==> config.mk <==
export PLATFORM = sky130hd
export DESIGN_NAME = acc_core
export DESIGN_NICKNAME = d
export VERILOG_FILES = /design/src/rtl/acc_pkg.sv /design/src/rtl/acc_alu.sv /design/src/rtl/acc_seq.sv /design/src/rtl/acc_dpath.sv /design/src/rtl/acc_core.sv
export SDC_FILE = /design/constraint.sdc
export NUM_CORES = 1
export LEC_CHECK = 0
export BUFFER_PORTS_ARGS = -buffer_cell sky130_fd_sc_hd__buf_2
export CORE_MARGIN = 2
export CORE_UTILIZATION = 55
export CTS_CLUSTER_SIZE = 8
export DETAILED_ROUTE_END_ITERATION = 10
export PLACE_DENSITY = 0.81
export REMOVE_ABC_BUFFERS = 1
export SYNTH_ARGS = -nofsm -noshare
export SYNTH_HDL_FRONTEND = slang
export SYNTH_HIERARCHICAL = 1
export SYNTH_SLANG_ARGS = --single-unit
==> constraint.sdc <==
create_clock -name clk -period 5.1 [get_ports clk]
set_clock_uncertainty 0.1 [all_clocks]
set_input_delay 1.275 -clock clk [delete_from_list [all_inputs] [get_ports clk]]
set_output_delay 1.275 -clock clk [all_outputs]
set_load 0.02 [all_outputs]
==> src/rtl/acc_pkg.sv <==
package acc_pkg;

  localparam int OPC_HALT  = 0;
  localparam int OPC_LOAD  = 1;
  localparam int OPC_STORE = 2;
  localparam int OPC_ADD   = 3;
  localparam int OPC_SUB   = 4;
  localparam int OPC_JMP   = 5;
  localparam int OPC_JZ    = 6;

  typedef enum logic [3:0] {
    ST_F_MAR,
    ST_F_WAIT,
    ST_F_MDR,
    ST_F_IR,
    ST_X_MAR,
    ST_X_WAIT,
    ST_X_MDR,
    ST_X_ACC,
    ST_X_STM,
    ST_X_WR,
    ST_X_PC,
    ST_HALT
  } seq_state_e;

  typedef enum logic [1:0] {
    ALU_PASS,
    ALU_ADD,
    ALU_SUB
  } alu_op_e;

  typedef struct packed {
    logic mar_from_pc;
    logic mar_from_ir;
    logic mdr_from_mem;
    logic mdr_from_acc;
    logic ir_load;
    logic acc_load;
    logic mem_write;
    logic pc_update;
    logic pc_jump;
  } ctl_t;

endpackage

==> src/rtl/acc_alu.sv <==
module acc_alu
  import acc_pkg::*;
#(
  parameter int DATA_W = 12
) (
  input  alu_op_e           op,
  input  logic [DATA_W-1:0] a,
  input  logic [DATA_W-1:0] b,
  output logic [DATA_W-1:0] res,
  output logic              flag,
  output logic              flag_we
);

  localparam int EXT_W = DATA_W + 1;

  function automatic logic [EXT_W-1:0] wide_add(input logic [DATA_W-1:0] x,
                                                input logic [DATA_W-1:0] y);
    return {1'b0, x} + {1'b0, y};
  endfunction

  function automatic logic [EXT_W-1:0] wide_sub(input logic [DATA_W-1:0] x,
                                                input logic [DATA_W-1:0] y);
    logic [EXT_W-1:0] d;
    d = {1'b0, x} - {1'b0, y};
    return {(x < y), d[DATA_W-1:0]};
  endfunction

  logic [EXT_W-1:0] sum_w;
  logic [EXT_W-1:0] dif_w;

  assign sum_w = wide_add(a, b);
  assign dif_w = wide_sub(a, b);

  always_comb begin
    res     = b;
    flag    = 1'b0;
    flag_we = 1'b0;
    case (op)
      ALU_ADD: begin
        res     = sum_w[DATA_W-1:0];
        flag    = sum_w[DATA_W];
        flag_we = 1'b1;
      end
      ALU_SUB: begin
        res     = dif_w[DATA_W-1:0];
        flag    = dif_w[DATA_W];
        flag_we = 1'b1;
      end
      default: begin
        res     = b;
        flag    = 1'b0;
        flag_we = 1'b0;
      end
    endcase
  end

endmodule

==> src/rtl/acc_seq.sv <==
module acc_seq
  import acc_pkg::*;
#(
  parameter int OP_W = 4
) (
  input  logic            clk,
  input  logic            rst,
  input  logic [OP_W-1:0] opcode,
  input  logic            acc_zero,
  output ctl_t            ctl,
  output alu_op_e         alu_op,
  output logic            halted,
  output logic            ev_fetch_wait,
  output logic            ev_exec_wait
);

  seq_state_e state_q, state_d;

  logic is_halt, is_load, is_store, is_add, is_sub, is_jmp, is_jz;

  assign is_halt  = (opcode == OP_W'(OPC_HALT));
  assign is_load  = (opcode == OP_W'(OPC_LOAD));
  assign is_store = (opcode == OP_W'(OPC_STORE));
  assign is_add   = (opcode == OP_W'(OPC_ADD));
  assign is_sub   = (opcode == OP_W'(OPC_SUB));
  assign is_jmp   = (opcode == OP_W'(OPC_JMP));
  assign is_jz    = (opcode == OP_W'(OPC_JZ));

  always_comb begin
    state_d = state_q;
    case (state_q)
      ST_F_MAR:  state_d = ST_F_WAIT;
      ST_F_WAIT: state_d = ST_F_MDR;
      ST_F_MDR:  state_d = ST_F_IR;
      ST_F_IR:   state_d = ST_X_MAR;
      ST_X_MAR: begin
        if (is_halt)                           state_d = ST_HALT;
        else if (is_load || is_add || is_sub)  state_d = ST_X_WAIT;
        else if (is_store)                     state_d = ST_X_STM;
        else                                   state_d = ST_X_PC;
      end
      ST_X_WAIT: state_d = ST_X_MDR;
      ST_X_MDR:  state_d = ST_X_ACC;
      ST_X_ACC:  state_d = ST_X_PC;
      ST_X_STM:  state_d = ST_X_WR;
      ST_X_WR:   state_d = ST_X_PC;
      ST_X_PC:   state_d = ST_F_MAR;
      ST_HALT:   state_d = ST_HALT;
      default:   state_d = ST_F_MAR;
    endcase
  end

  always_ff @(posedge clk) begin
    if (rst) state_q <= ST_F_MAR;
    else     state_q <= state_d;
  end

  always_comb begin
    ctl              = '0;
    ctl.mar_from_pc  = (state_q == ST_F_MAR);
    ctl.mdr_from_mem = (state_q == ST_F_MDR) || (state_q == ST_X_MDR);
    ctl.ir_load      = (state_q == ST_F_IR);
    ctl.mar_from_ir  = (state_q == ST_X_MAR);
    ctl.mdr_from_acc = (state_q == ST_X_STM);
    ctl.mem_write    = (state_q == ST_X_WR);
    ctl.acc_load     = (state_q == ST_X_ACC);
    ctl.pc_update    = (state_q == ST_X_PC);
    ctl.pc_jump      = (state_q == ST_X_PC) && (is_jmp || (is_jz && acc_zero));
  end

  always_comb begin
    if (is_add)      alu_op = ALU_ADD;
    else if (is_sub) alu_op = ALU_SUB;
    else             alu_op = ALU_PASS;
  end

  assign halted        = (state_q == ST_HALT);
  assign ev_fetch_wait = (state_q == ST_F_WAIT);
  assign ev_exec_wait  = (state_q == ST_X_WAIT);

  // a write strobe never lasts past one cycle
  assert_single_write_R4: assert property (@(posedge clk) disable iff (rst)
    ctl.mem_write |=> !ctl.mem_write);

  // once halted, the sequencer stays halted
  assert_halt_sticky_R10: assert property (@(posedge clk) disable iff (rst)
    halted |=> halted);

endmodule

==> src/rtl/acc_dpath.sv <==
module acc_dpath
  import acc_pkg::*;
#(
  parameter int DATA_W = 12,
  parameter int ADDR_W = 8
) (
  input  logic                     clk,
  input  logic                     rst,
  input  ctl_t                     ctl,
  input  logic [DATA_W-1:0]        alu_res,
  input  logic                     alu_flag,
  input  logic                     alu_flag_we,
  input  logic [DATA_W-1:0]        mem_rdata,
  input  logic                     ev_fetch_wait,
  input  logic                     ev_exec_wait,
  output logic [ADDR_W-1:0]        mem_addr,
  output logic [DATA_W-1:0]        mem_wdata,
  output logic [DATA_W-ADDR_W-1:0] opcode,
  output logic [DATA_W-1:0]        acc,
  output logic [DATA_W-1:0]        mdr,
  output logic [ADDR_W-1:0]        pc,
  output logic                     carry,
  output logic                     acc_zero
);

  localparam int OP_W = DATA_W - ADDR_W;

  logic [ADDR_W-1:0] pc_q, mar_q;
  logic [DATA_W-1:0] mdr_q, ir_q, acc_q;
  logic              carry_q;
  logic [ADDR_W-1:0] ir_addr;

  assign ir_addr = ir_q[ADDR_W-1:0];

  always_ff @(posedge clk) begin
    if (rst) begin
      pc_q    <= '0;
      mar_q   <= '0;
      mdr_q   <= '0;
      ir_q    <= '0;
      acc_q   <= '0;
      carry_q <= 1'b0;
    end else begin
      if (ctl.mar_from_pc)       mar_q <= pc_q;
      else if (ctl.mar_from_ir)  mar_q <= ir_addr;

      if (ctl.mdr_from_mem)      mdr_q <= mem_rdata;
      else if (ctl.mdr_from_acc) mdr_q <= acc_q;

      if (ctl.ir_load)           ir_q <= mdr_q;

      if (ctl.acc_load) begin
        acc_q <= alu_res;
        if (alu_flag_we) carry_q <= alu_flag;
      end

      if (ctl.pc_update) begin
        if (ctl.pc_jump) pc_q <= ir_addr;
        else             pc_q <= pc_q + ADDR_W'(1);
      end
    end
  end

  assign mem_addr  = mar_q;
  assign mem_wdata = mdr_q;
  assign opcode    = ir_q[DATA_W-1 -: OP_W];
  assign acc       = acc_q;
  assign mdr       = mdr_q;
  assign pc        = pc_q;
  assign carry     = carry_q;
  assign acc_zero  = (acc_q == '0);

  // during the fetch wait the address bus carries the program counter
  assert_fetch_addr_R2: assert property (@(posedge clk) disable iff (rst)
    ev_fetch_wait |-> (mem_addr == pc_q));

  // during the operand wait the address bus carries the operand field
  assert_exec_addr_R3: assert property (@(posedge clk) disable iff (rst)
    ev_exec_wait |-> (mem_addr == ir_addr));

  // the written word is the accumulator
  assert_store_data_R4: assert property (@(posedge clk) disable iff (rst)
    ctl.mem_write |-> (mem_wdata == acc_q));

  // the program counter holds through every step but the last execute step
  assert_pc_late_R8: assert property (@(posedge clk) disable iff (rst)
    (ctl.ir_load || ctl.mar_from_ir || ctl.acc_load) |=> $stable(pc_q));

endmodule

==> src/rtl/acc_core.sv <==
module acc_core
  import acc_pkg::*;
#(
  parameter int DATA_W = 12,
  parameter int ADDR_W = 8
) (
  input  logic              clk,
  input  logic              rst,
  output logic [ADDR_W-1:0] mem_addr,
  output logic [DATA_W-1:0] mem_wdata,
  input  logic [DATA_W-1:0] mem_rdata,
  output logic              mem_we,
  output logic              halted,
  output logic [DATA_W-1:0] acc_out,
  output logic [ADDR_W-1:0] pc_out,
  output logic              carry_out
);

  localparam int OP_W = DATA_W - ADDR_W;

  ctl_t              ctl;
  alu_op_e           alu_op;
  logic [OP_W-1:0]   opcode;
  logic              acc_zero;
  logic              ev_fetch_wait, ev_exec_wait;
  logic [DATA_W-1:0] alu_res, acc_w, mdr_w;
  logic              alu_flag, alu_flag_we;

  acc_seq #(.OP_W(OP_W)) u_seq (
    .clk           (clk),
    .rst           (rst),
    .opcode        (opcode),
    .acc_zero      (acc_zero),
    .ctl           (ctl),
    .alu_op        (alu_op),
    .halted        (halted),
    .ev_fetch_wait (ev_fetch_wait),
    .ev_exec_wait  (ev_exec_wait)
  );

  acc_alu #(.DATA_W(DATA_W)) u_alu (
    .op      (alu_op),
    .a       (acc_w),
    .b       (mdr_w),
    .res     (alu_res),
    .flag    (alu_flag),
    .flag_we (alu_flag_we)
  );

  acc_dpath #(.DATA_W(DATA_W), .ADDR_W(ADDR_W)) u_dpath (
    .clk           (clk),
    .rst           (rst),
    .ctl           (ctl),
    .alu_res       (alu_res),
    .alu_flag      (alu_flag),
    .alu_flag_we   (alu_flag_we),
    .mem_rdata     (mem_rdata),
    .ev_fetch_wait (ev_fetch_wait),
    .ev_exec_wait  (ev_exec_wait),
    .mem_addr      (mem_addr),
    .mem_wdata     (mem_wdata),
    .opcode        (opcode),
    .acc           (acc_w),
    .mdr           (mdr_w),
    .pc            (pc_out),
    .carry         (carry_out),
    .acc_zero      (acc_zero)
  );

  assign mem_we  = ctl.mem_write;
  assign acc_out = acc_w;

  // a halted core keeps its PC and never writes
  assert_halt_quiet_R10: assert property (@(posedge clk) disable iff (rst)
    halted |=> ($stable(pc_out) && !mem_we));

endmodule

==> results.py <==
metrics = {
    "status": {
        "status": "completed",
    },
    "floorplanning": {
        "die_area_sq_um": 8610,
        "row_count": 32,
        "io_pins": 57,
        "die_y_microns": 92.8,
        "initial_core_util_pct": 56.4,
        "chipWidth_microns": 92.8,
        "coreArea_sq_um": 7690,
    },
    "timing": {
        "rsz0062_at_grt": "no",
        "fmax_ghz": 0.343,
        "hold_ws_ns": 0.366,
        "hold_viol": 0,
        "tightest_slew_ns": 0.962,
        "finalMaxSlewViolations": 0,
        "setup_ws_ns": 2.19,
        "relSlewSlack_pct": 35.7,
        "min_period_over_period_pct": 57.1,
        "finalSetupViolCount": 0,
        "finalCriticalPeriod_ns": 2.91,
        "fin_setup_tns_ns": 0,
    },
    "clock_tree": {
        "cts_max_level": 3,
        "cts_root_buf": "clkbuf_8",
        "post_cts_buffers": 0,
        "clk_latency_ns": 0.34,
        "cts_resized": 0,
        "numCtsBuffers": 9,
        "cts.sinks": 57,
        "clk_pin_slew_worst_paths_ns": 0.07,
        "cts_hold_buf": 0,
        "cts_tree": "built",
        "clockBufferDepth": 2,
    },
    "power": {
        "peakVddDrop_mv": 0.238,
        "comb_power_share_pct": 39.0,
        "leakage_uw": 0.00196,
        "internal_power_uw": 1050,
        "p_sw_uw": 632,
        "pwr-share-clk_pct": 27.0,
        "power_density_nw_per_um2": 354,
        "swShare_pct": 37.6,
        "pwr-share-seq_pct": 34.0,
    },
    "drt": {
        "ant_nets": 0,
        "drtIter0Drc": 311,
        "vias": 3867,
        "detail_route.wl_per_cell_microns": 16.8,
        "dr.pass1.iters": 6,
        "vias_per_cell": 5.97,
        "drcViolationCount": 0,
        "wl_microns": 10900,
    },
    "logic_synthesis": {
        "synth_cells": 516,
        "synth.avg_cell_area_sq_um": 8.41,
        "netlist_area_sq_um": 4340,
        "synth_warnings": 6,
    },
    "finish": {
        "fillCellCount": 656,
        "antenna_cells": 0,
        "final_util_pct": 61.7,
        "syn_to_final_growth_pct": 9.29,
        "drive_gt1_share_pct": 20.7,
        "num-nets-final": 584,
    },
    "setup_path": {
        "cp_data_arrival_time_ns": 3.03,
        "path_class": "reg2reg",
        "r2r-start": "u_dpath/ir_q[8]",
        "cp-end-kind": "register",
        "crit_fanout": 14,
        "cp-start-kind": "register",
        "reg2reg_depth": 10,
        "reg2reg_slack_ns": 2.19,
        "cp.required_ns": 5.22,
        "r2r-end": "u_dpath/acc[10]",
    },
    "placement": {
        "pre_cts_ws_ns": 2.24,
        "dp.final_hpwl_microns": 7800,
        "portBuffers": 56,
        "gp_congestion": 0.902,
    },
    "hold_path": {
        "min_to": "u_dpath/carry",
        "hold_depth": 2,
        "hold_start": "u_dpath/carry",
        "min_path_type": "reg2reg",
    },
    "flow_run": {
        "maxCapViolations": 0,
    },
    "global_routing": {
        "antenna_found_initial": 0,
        "grt_first_pass_wirelength_microns": 17600,
        "track_usage_pct": 25.6,
        "grt_pass1_vias": 3665,
        "grt_max_degree": 53,
        "grt_overflow_total": 0,
    },
}
-- state kept, by name, indices dropped and copies added, names as in the netlist --
name / count
u_dpath/mem_addr: 8
u_dpath/ir_q: 12
u_dpath/acc: 12
u_seq/state_q: 4
u_dpath/mdr: 12
u_dpath/carry: 1
u_dpath/pc: 8
-- stage by stage --
step	instance area [sq um]	cells	power [uW]
2_1_floorplan	4050	467	1040
3_3_place_gp	4530	632	1210
3_5_place_dp	4530	632	1220
4_1_cts	4740	648	1670
5_1_grt	4740	648	1770
6_report	4740	648	1680
-- critical path: stages (launching register included) --
cell and delay (ns):
dfxtp_1 0.49, nand2b_1 0.15, nor3b_1 0.30, inv_1 0.08, ha_1 0.52, inv_1 0.36, o21ai_0 0.18, a2111oi_2 0.35
a21oi_1 0.07, mux2i_1 0.15, nor2_1 0.05
-- power groups by stage --
stage	sequential [uW]	combinational, uW	clock [uW]
after global placement	577	629	0
after detailed placement	581	641	0
after global routing	582	705	480
after CTS	571	646	458
final	572	654	453
after floorplan	593	444	0
-- cells in the final DEF, fill, tap and decap left out, types with 6 or more instances in the layout --
cell type,n
nor2_1,66
nand2b_1,14
nand2_1,26
a21oi_1,16
dfxtp_1,57
clkbuf_8,9
a211oi_1,7
nor2b_1,10
nor3_1,7
o21ai_0,10
xnor2_1,10
mux2i_1,47
inv_1,33
ha_1,27
buf_4,7
nand3_1,11
buf_2,56
o211ai_1,6
mux2_2,18
o21ai_1,6
-- layer usage --
| layer | GRT usage (%) | vias up | wire length [microns] |
|---|---|---|---|
| li1 | - | 1864 | - |
| met1 | 32.9 | 1818 | 4600 |
| met2 | 42.5 | 161 | 5280 |
| met3 | 6.75 | 24 | 816 |
| met4 | 6.74 | 0 | 170 |
| met5 | 0 | - | 0 |
-- final cells by class --
type | count | area, sq um | area share (%)
timing repair buffer | 63 | 333 | 7.02
inverter | 34 | 128 | 2.69
tap | 102 | 128 | 2.69
clock buffer | 10 | 128 | 2.69
multi-input combinational | 376 | 2800 | 59.1
sequential | 57 | 1140 | 24.1
clock inverter | 6 | 82.6 | 1.74
-- worst max path at each step --
stage / slack (ns) / from / end
after detailed placement: 2.24 / u_dpath/ir_q[8] / u_dpath/acc[10]
after floorplan: 1.57 / u_dpath/acc[6] / u_dpath/pc[7]
after CTS: 2.22 / u_seq/state_q[1] / halted
final: 2.19 / u_dpath/ir_q[8] / u_dpath/acc[10]
after global placement: 2.40 / u_dpath/ir_q[8] / u_dpath/acc[10]
after global routing: 1.97 / u_dpath/ir_q[8] / u_dpath/acc[10]
No activity file was read; power rests on OpenSTA's default activity.
